===== src/rtl/usbh_sts_pkg.sv =====
package usbh_sts_pkg;
  localparam int NUM_EVT  = 6;
  localparam int EV_XFER  = 0;
  localparam int EV_XERR  = 1;
  localparam int EV_PORT  = 2;
  localparam int EV_ROLL  = 3;
  localparam int EV_HSE   = 4;
  localparam int EV_AADV  = 5;

  localparam int POS_HALT = 12;
  localparam int POS_RECL = 13;
  localparam int POS_PER  = 14;
  localparam int POS_ASYNC = 15;

  typedef enum logic [1:0] {
    FL_1024 = 2'd0,
    FL_512  = 2'd1,
    FL_256  = 2'd2,
    FL_RSVD = 2'd3
  } fl_size_e;
endpackage


===== src/rtl/usbh_sched_track.sv =====
module usbh_sched_track (
  input  logic clk,
  input  logic rst,
  input  logic run_stop,
  input  logic core_idle,
  input  logic async_en,
  input  logic per_en,
  input  logic frame_tick,
  input  logic reclaim_in,
  output logic async_sts,
  output logic per_sts,
  output logic reclaim_sts,
  output logic halted
);
  // Schedule status follows its enable only at frame boundaries.
  always_ff @(posedge clk) begin
    if (rst) begin
      async_sts <= 1'b0;
      per_sts   <= 1'b0;
    end else if (frame_tick) begin
      async_sts <= async_en;
      per_sts   <= per_en;
    end
  end

  always_ff @(posedge clk) begin
    if (rst) reclaim_sts <= 1'b0;
    else     reclaim_sts <= reclaim_in;
  end

  // Halted drops as soon as run is requested, rises once the core is idle.
  always_ff @(posedge clk) begin
    if (rst)            halted <= 1'b1;
    else if (run_stop)  halted <= 1'b0;
    else if (core_idle) halted <= 1'b1;
  end
endmodule


===== src/rtl/usbh_rollover_det.sv =====
module usbh_rollover_det #(
  parameter int FIDX_W = 14,
  parameter int NSIZE  = 3
) (
  input  logic              clk,
  input  logic              rst,
  input  logic [FIDX_W-1:0] frame_index,
  input  logic [1:0]        fl_size,
  output logic              rollover
);
  localparam int LO = FIDX_W - NSIZE;

  logic [NSIZE-1:0] prev_top;
  logic [NSIZE-1:0] toggled;
  logic             prev_vld;

  always_ff @(posedge clk) begin
    if (rst) begin
      prev_top <= '0;
      prev_vld <= 1'b0;
    end else begin
      prev_top <= frame_index[FIDX_W-1:LO];
      prev_vld <= 1'b1;
    end
  end

  // One toggle detector per candidate bit; index 0 is the smallest list.
  for (genvar g = 0; g < NSIZE; g++) begin : g_tog
    assign toggled[g] = frame_index[LO+g] ^ prev_top[g];
  end

  // Size code s watches bit FIDX_W-1-s; codes past the table use the smallest.
  always_comb begin
    rollover = toggled[0];
    for (int s = 0; s < NSIZE; s++) begin
      if (32'(fl_size) == 32'(s)) rollover = toggled[NSIZE-1-s];
    end
    rollover = rollover & prev_vld;
  end
endmodule


===== src/rtl/usbh_port_edge.sv =====
module usbh_port_edge #(
  parameter int NPORT = 2
) (
  input  logic             clk,
  input  logic             rst,
  input  logic [NPORT-1:0] chg,
  input  logic [NPORT-1:0] res,
  input  logic [NPORT-1:0] owner,
  input  logic [NPORT-1:0] handoff_csc,
  output logic             port_event
);
  logic [NPORT-1:0] chg_q;
  logic [NPORT-1:0] res_q;
  logic [NPORT-1:0] hit;

  always_ff @(posedge clk) begin
    if (rst) begin
      chg_q <= '0;
      res_q <= '0;
    end else begin
      chg_q <= chg;
      res_q <= res;
    end
  end

  for (genvar g = 0; g < NPORT; g++) begin : g_port
    assign hit[g] = (~owner[g] & ((chg[g] & ~chg_q[g]) | (res[g] & ~res_q[g])))
                  | handoff_csc[g];
  end

  assign port_event = |hit;
endmodule


===== src/rtl/usbh_event_flags.sv =====
module usbh_event_flags #(
  parameter int NUM = 6
) (
  input  logic           clk,
  input  logic           rst,
  input  logic [NUM-1:0] set,
  input  logic [NUM-1:0] clr,
  output logic [NUM-1:0] flags
);
  for (genvar g = 0; g < NUM; g++) begin : g_bit
    logic f_q;
    // Hardware set takes priority over a same-cycle software clear.
    always_ff @(posedge clk) begin
      if (rst)         f_q <= 1'b0;
      else if (set[g]) f_q <= 1'b1;
      else if (clr[g]) f_q <= 1'b0;
    end
    assign flags[g] = f_q;
  end
endmodule


===== src/rtl/usbh_status_reg.sv =====
module usbh_status_reg
  import usbh_sts_pkg::*;
#(
  parameter int DATA_W = 32,
  parameter int NPORT  = 2,
  parameter int FIDX_W = 14,
  parameter int NSIZE  = 3
) (
  input  logic               clk,
  input  logic               rst,
  input  logic               reg_sel,
  input  logic               reg_wr,
  input  logic [DATA_W-1:0]  reg_wdata,
  output logic [DATA_W-1:0]  reg_rdata,
  input  logic               run_stop,
  input  logic               core_idle,
  input  logic               async_en,
  input  logic               per_en,
  input  logic               frame_tick,
  input  logic               reclaim_in,
  input  logic [FIDX_W-1:0]  frame_index,
  input  logic [1:0]         fl_size,
  input  logic [NPORT-1:0]   port_chg,
  input  logic [NPORT-1:0]   port_resume,
  input  logic [NPORT-1:0]   port_owner,
  input  logic [NPORT-1:0]   port_handoff_csc,
  input  logic               async_adv_ev,
  input  logic               host_err_ev,
  input  logic               xfer_done,
  input  logic               xfer_ioc,
  input  logic               xfer_err,
  input  logic               xfer_short,
  input  logic [NUM_EVT-1:0] irq_mask,
  output logic               irq,
  output logic               rs_clear
);
  logic               async_sts, per_sts, reclaim_sts, halted;
  logic               rollover, port_event;
  logic [NUM_EVT-1:0] evt_set, evt_clr, flags;
  logic [DATA_W-1:0]  status;
  logic               rd_en;

  usbh_sched_track u_sched (
    .clk         (clk),
    .rst         (rst),
    .run_stop    (run_stop),
    .core_idle   (core_idle),
    .async_en    (async_en),
    .per_en      (per_en),
    .frame_tick  (frame_tick),
    .reclaim_in  (reclaim_in),
    .async_sts   (async_sts),
    .per_sts     (per_sts),
    .reclaim_sts (reclaim_sts),
    .halted      (halted)
  );

  usbh_rollover_det #(.FIDX_W(FIDX_W), .NSIZE(NSIZE)) u_roll (
    .clk         (clk),
    .rst         (rst),
    .frame_index (frame_index),
    .fl_size     (fl_size),
    .rollover    (rollover)
  );

  usbh_port_edge #(.NPORT(NPORT)) u_port (
    .clk         (clk),
    .rst         (rst),
    .chg         (port_chg),
    .res         (port_resume),
    .owner       (port_owner),
    .handoff_csc (port_handoff_csc),
    .port_event  (port_event)
  );

  always_comb begin
    evt_set          = '0;
    evt_set[EV_XFER] = xfer_done & (xfer_ioc | xfer_short);
    evt_set[EV_XERR] = xfer_done & xfer_err;
    evt_set[EV_PORT] = port_event;
    evt_set[EV_ROLL] = rollover;
    evt_set[EV_HSE]  = host_err_ev;
    evt_set[EV_AADV] = async_adv_ev;
  end

  assign evt_clr = (reg_sel & reg_wr) ? reg_wdata[NUM_EVT-1:0] : '0;

  usbh_event_flags #(.NUM(NUM_EVT)) u_flags (
    .clk   (clk),
    .rst   (rst),
    .set   (evt_set),
    .clr   (evt_clr),
    .flags (flags)
  );

  always_comb begin
    status                = '0;
    status[POS_ASYNC]     = async_sts;
    status[POS_PER]       = per_sts;
    status[POS_RECL]      = reclaim_sts;
    status[POS_HALT]      = halted;
    status[NUM_EVT-1:0]   = flags;
  end

  assign rd_en = reg_sel & ~reg_wr;

  always_ff @(posedge clk) begin
    if (rst) begin
      reg_rdata <= '0;
      irq       <= 1'b0;
      rs_clear  <= 1'b0;
    end else begin
      reg_rdata <= rd_en ? status : '0;
      irq       <= |(flags & irq_mask);
      rs_clear  <= host_err_ev;
    end
  end
endmodule


===== config.mk =====
export PLATFORM = sky130hd
export DESIGN_NAME = usbh_status_reg
export DESIGN_NICKNAME = d
export VERILOG_FILES = /design/src/rtl/usbh_sts_pkg.sv /design/src/rtl/usbh_sched_track.sv /design/src/rtl/usbh_rollover_det.sv /design/src/rtl/usbh_port_edge.sv /design/src/rtl/usbh_event_flags.sv /design/src/rtl/usbh_status_reg.sv
export SDC_FILE = /design/constraint.sdc
export NUM_CORES = 1
export LEC_CHECK = 0
export BUFFER_PORTS_ARGS = -buffer_cell sky130_fd_sc_hd__buf_2
export CAP_MARGIN = 25
export CELL_PAD_IN_SITES_DETAIL_PLACEMENT = 0
export CELL_PAD_IN_SITES_GLOBAL_PLACEMENT = 1
export CORE_MARGIN = 2
export CORE_UTILIZATION = 24
export DETAILED_ROUTE_END_ITERATION = 8
export GPL_ROUTABILITY_DRIVEN = 0
export PLACE_DENSITY_LB_ADDON = 0.2
export SLEW_MARGIN = 20
export SYNTH_ARGS = -nofsm -noshare
export SYNTH_HDL_FRONTEND = slang
export SYNTH_SLANG_ARGS = --single-unit

===== constraint.sdc =====
create_clock -name clk -period 1 [get_ports clk]
set_clock_uncertainty 0.1 [all_clocks]
set_input_delay 0.1 -clock clk [delete_from_list [all_inputs] [get_ports clk]]
set_output_delay 0.1 -clock clk [all_outputs]
set_load 0.05 [all_outputs]

==> run metrics, run 1 <==
Detail Placement HPWL=2.04 mm; WP data required=1.10 ns; primary flip-flop cell chosen by synthesis mapping=dfxtp_1; worst setup path startpoint=port_resume[1]; Post CTS Setup Buffer Count=0; CORE AREA=4720 sq um; maximum ir drop on the vdd rail=383 uV; share of post-route cells with drive strength above 1=35.2%; largest net degree at the start of global routing=13; number of antenna diodes=0; internal power=1.92 mW; top cell type by total area after synthesis=dfxtp_1; wire length of the first global-routing pass=4.33 mm; routed vias=982; total leakage power=0.833 nW; initial antenna violation count=0; proportion of netlist area held by the largest area contributor=50.8%; Max Clk Rate=1020 MHz; full die area=5500 sq um; setup violation total in the final timing report=0; cells after synthesis=119; CP max FO=2; post-layout utilization of the core=37.5%; Starting Density=25.0%; TritonCTS Buffers=5; most common cell in the netlist=dfxtp_1; I/O Buffers=52; number of levels the H-tree was split into=2; Comb pwr share=19.9%; First-pass DRT Iterations=4; relative contribution of the clock network to total power=32.8%; worst endpoint data arrival time=1.08 ns; via count normalized by instance count=3.78; unrepaired setup endpoints after global routing=yes; Reg clk slew, reported paths=0.06 ns; Reg power frac=47.2%; area taken by flip-flops and latches=607 sq um; CTS max path bufs=2; Worst Setup End Kind=flop; launching element type of the critical path=input port; post-synthesis to final-layout area growth=49.8%; number of enable flip-flop cells after synthesis=0; Post-Route WL=2.81 mm; # rows=25; launch instance of the worst register-to-register path=u_port.chg_q[0]; final cycle utilization of the critical path=98.0%; count of distinct cell types in the synthesized netlist=21; Clock Tree Root=clkbuf_8; Clock Latency Late Sink=0.27 ns; count of routing violations after the opening detailed-route iteration=44; number of DRC violations after detailed routing=0; reg-to-reg setup timing slack=0.04 ns; tightest hold margin=0.00713 ns; Critical Path Sink=u_flags.g_bit[2].f_q; number of nets in the final layout=271; number of max-slew violations in the final report=0; Layout fillers=501; aggregate global-route resource usage=10.8%; FFs w/ async S/R, synth=0%; result of the run=finished clean; worst setup path class=input port to flop; clock period minus final worst setup slack=0.980 ns; most instantiated cells after synthesis=dfxtp_1 (30), buf_4 (23), and2_1 (10), nor2b_1 (10), nor2_1 (8); number of synthesized register bits=30; HP Class=input port to flop; net switching fraction of the power=29.5%; number of placed I/O pins=112; reported max-cap violation count=0; number of nets with antenna violations after detailed routing=0; WL per Instance=10.8 um; GRT Residual Overflow=0; Seq/Total Area, Yosys=50.8%; post-synth design cell area=1180 sq um; Die Y=74.2 um; top cells by area, synth=dfxtp_1 (51%), buf_4 (15%), and2_1 (5.3%); Yosys warnings=0; synthesized area per cell=9.94 sq um; FF-to-FF End=u_flags.g_bit[2].f_q; final hold violations=0; Sink Count=30; cells on worst reg2reg path=3; multi-input combinational cell area=494 sq um; clock tree from TritonCTS=built; vias in the first global route=956; switching power of the nets=803 uW; width of the chip=74.2 um; Pwr per Cell Area=1540 nW/um^2
worst min path at each step:
stage,start,cells past startpoint,slack (ns),to
6_report,frame_tick,3,0.007,u_sched.per_sts
5_1_grt,frame_tick,3,0.02,u_sched.per_sts
4_1_cts,frame_tick,3,0.004,u_sched.per_sts
3_5_place_dp,run_stop,2,0.20,u_sched.halted
3_3_place_gp,run_stop,2,0.19,u_sched.halted
2_1_floorplan,run_stop,1,0.11,u_sched.halted
sequential cells by signal, indices dropped and copies added (netlist names):
name and cells:
u_sched.per_sts 1, u_sched.halted 1, u_sched.reclaim_sts 1, u_port.res_q 2
u_roll.prev_top 3, u_port.chg_q 2, u_flags.g_bit.f_q 6, irq 1
u_roll.prev_vld 1, rs_clear 1, reg_rdata 10, u_sched.async_sts 1
power groups by stage:
stage | clock network, mW | logic [mW] | registers (mW)
floorplan | 0 | 0.352 | 1.35
global placement | 0 | 0.466 | 1.31
detailed placement | 0 | 0.470 | 1.31
CTS | 0.936 | 0.531 | 1.28
global route | 1.00 | 0.583 | 1.29
finish | 0.894 | 0.543 | 1.29
cell usage in the layout, fill, tap and decap left out:
cell type      count
clkbuf_8           5
xnor2_1            1
a22oi_1            5
dfxtp_2            5
nand3_1            6
clkinv_2           2
nor2b_1           10
and2_1            10
a31oi_1            1
o21ai_0            2
mux2i_1            2
inv_1              1
a41oi_1            1
nor2_1             8
a21oi_1            4
buf_2             39
buf_6              9
a21o_1             2
dlygate4sd3_1     17
nand2_1            2
buf_4              5
nand2b_1           5
a32o_1             1
nor3b_4            1
conb_1            22
dfxtp_1           25
xnor2_2            2
routing by layer:
layer  global-route usage (%)  share of wire [%]
met5                        0                  0
met4                     4.85                1.7
met3                     5.28                 11
met2                     17.1                 44
met1                     12.4                 43
worst max-delay path: stages:
cell and delay (ns):
dlygate4sd3_1 0.52, buf_2 0.11, nand2b_1 0.06, a21o_1 0.16, a41oi_1 0.13
through the flow:
stage / setup WS, ns / instance area [sq um] / TNS (ns) / power, mW / std cells
6_report: 0.0196 / 1770 / 0 / 2.72 / 260
5_1_grt: -0.0188 / 1770 / -0.0188 / 2.88 / 260
4_1_cts: 0.000930 / 1720 / 0 / 2.75 / 261
3_5_place_dp: -0.0404 / 1440 / -0.317 / 1.78 / 237
3_3_place_gp: -0.0290 / 1440 / -0.226 / 1.77 / 237
2_1_floorplan: 0.0736 / 1260 / 0 / 1.71 / 140
area by class of cell:
type,count,share of cell area (%)
flip-flops and latches,30,34.3
repair buffers,70,28.5
multi-input cells,85,27.9
well taps,67,4.73
clock buffers,5,3.88
clock inverters,2,0.565
inverters,1,0.212
timing repair:
| action | 4_1_cts | 5_1_grt |
|---|---|---|
| hold buffers | 17 | 0 |
| gates cloned | 0 | 0 |
| gates resized for setup | 12 | 16 |
| pin swaps | 0 | 5 |
| setup endpoints to repair | 12 | 11 |
| hold endpoints to repair | 16 | 0 |
cells by family (layout without fill, tap and decap cells):
group / count (synthesis) / in the layout / share of synthesized area [%]
buffers and inverters: 25 / 78 / 15.3
DFF: 30 / 30 / 50.8
and+or+nand+nor: 42 / 42 / 20.5
muxes: 2 / 2 / 1.69
other: 1 / 22 / 0.317
AOI/OAI and AO/OA: 16 / 16 / 9.10
xor gates and xnor gates: 3 / 3 / 2.22
Power figures use the tool's default switching activity.
==> inputs of run 2 (changes only) <==
GPL_TIMING_DRIVEN = 0   (was default)
==> run metrics, run 2 (synthesis results as in run 1) <==
wire length of the first global-routing pass=4.17 mm; Max Clk Rate=1020 MHz; final total power=3.06 mW; Starting Density=25.0%; reported max-cap violation count=0; Die Y=74.2 um; worst endpoint data arrival time=1.05 ns; HP Class=input port to flop; launching element type of the critical path=flop; TritonCTS Buffers=5; crit path cell chain=xnor2_1 -> a22oi_1 -> a32o_1; CTS max path bufs=2; # rows=25; post-synthesis to final-layout area growth=66.3%; share of post-route cells with drive strength above 1=41.7%; clock period minus final worst setup slack=0.981 ns; max incr delay on CP=0.31 ns; Worst Setup End Kind=flop; result of the run=finished clean; number of levels the H-tree was split into=2; Detail Placement HPWL=2.11 mm; most common cell after layout, fill and taps aside=buf_2; Sink Count=30; CORE AREA=4720 sq um; register name with the most flops=reg_rdata; Clock Latency Late Sink=0.27 ns; unrepaired setup endpoints after global routing=no; reg-to-reg setup timing slack=0.02 ns; Post CTS Setup Buffer Count=0; post-layout utilization of the core=41.6%; largest registers=reg_rdata (10), u_flags.g_bit.f_q (6), u_roll.prev_top (3); number of nets with antenna violations after detailed routing=0; area taken by flip-flops and latches=606 sq um; GRT Residual Overflow=0; cells on worst reg2reg path=3; Post-Route WL=2.75 mm; number of nets in the final layout=293; number of max-slew violations in the final report=0; final cycle utilization of the critical path=98.1%; clock tree from TritonCTS=built; full die area=5500 sq um; largest net degree at the start of global routing=11; total leakage power=0.962 nW; setup violation total in the final timing report=0; Critical Path Sink=u_flags.g_bit[3].f_q; Place WS=-0.0501 ns; width of the chip=74.2 um; maximum ir drop on the vdd rail=613 uV; post-route setup slack=0.0193 ns; Post-Place Cells=259; initial antenna violation count=0; number of DRC violations after detailed routing=0; Pwr per Cell Area=1560 nW/um^2; worst setup path startpoint=u_roll.prev_top[2]; Layout fillers=475; WL per Instance=9.73 um; WP data required=1.07 ns; multi-input combinational cell area=494 sq um; worst setup path class=flop to flop; Reg clk slew, reported paths=0.06 ns; Clock Tree Root=clkbuf_8; vias in the first global route=973; Worst path slowest cell=dfxtp_2; number of antenna diodes=0; Placed Area=1610 sq um; number of placed I/O pins=112; max FFs per register=10; First-pass DRT Iterations=3; launch instance of the worst register-to-register path=u_roll.prev_top[2]; FF-to-FF End=u_flags.g_bit[3].f_q; leading cell types in the layout, fill and taps excluded=buf_2 (40), dfxtp_1 (26), buf_4 (25), conb_1 (22), dlygate4sd3_1 (17); routed vias=1,063; via count normalized by instance count=3.76; count of routing violations after the opening detailed-route iteration=22; Final Instance Area=1970 sq um; final hold violations=0; CP max FO=1; aggregate global-route resource usage=10.3%; I/O Buffers=52; Final Instance Count excl. Fillers=283
[run 2: changes by cell type in the layout (fill, tap and decap cells not counted), sizes merged]
cell    before  now
buf         53   75
bufinv       0    1
[run 2: worst min-delay path by stage]
| stage | startpoint | depth (start not counted) | slack (ns) | to |
|---|---|---|---|---|
| global route | port_owner[1] | 3 | 0.01 | u_flags.g_bit[2].f_q |
| finish | irq_mask[3] | 3 | 0.02 | irq |
| global placement | run_stop | 2 | 0.19 | u_sched.halted |
| floorplan | run_stop | 1 | 0.11 | u_sched.halted |
| CTS | port_owner[1] | 3 | 0.01 | u_flags.g_bit[2].f_q |
| detailed placement | run_stop | 2 | 0.20 | u_sched.halted |
[run 2: layout make-up]
| cell class | count | share of cell area, % |
|---|---|---|
| buffer | 24 | 9.03 |
| clock buffer | 5 | 3.50 |
| clock inverter | 3 | 2.04 |
| inverter | 1 | 0.191 |
| multi-input combinational | 85 | 25.1 |
| sequential | 30 | 30.8 |
| tap | 67 | 4.26 |
| timing repair buffer | 68 | 25.1 |
[run 2: power by group]
| part | total, mW | internal, mW | switching (mW) | leakage, nW |
|---|---|---|---|---|
| clock | 1.17 | 0.732 | 0.436 | 0.0579 |
| combinational | 0.609 | 0.255 | 0.354 | 0.655 |
| sequential | 1.29 | 1.26 | 0.0293 | 0.249 |
[run 2: metal layers]
layer	global-route usage (%)	wire length, um
met1	11.5	1160
met2	17.3	1270
met3	3.12	268
met4	6.06	53
met5	0	0
[run 2: worst max-delay path, delay by kind of cell (launching register included)]
family	cells	cell delay (ns)
AO/OA/AOI/OAI	2	0.32
XOR/XNOR	1	0.14
flip-flops	1	0.31
[run 2: timing repair]
item | in CTS | in global routing
pin swaps | 0 | 4
setup endpoints to repair | 12 | 12
hold buffers | 17 | 0
resized for setup | 12 | 16
endpoints found under the hold margin | 15 | 0
[run 2: metrics by stage]
step	hold WS [ns]	TNS (ns)
final	0.0210	0
after global routing	0.0132	0
after CTS	0.0116	0
after detailed placement	0.201	-0.369
after global placement	0.192	-0.184
after floorplan	0.111	0
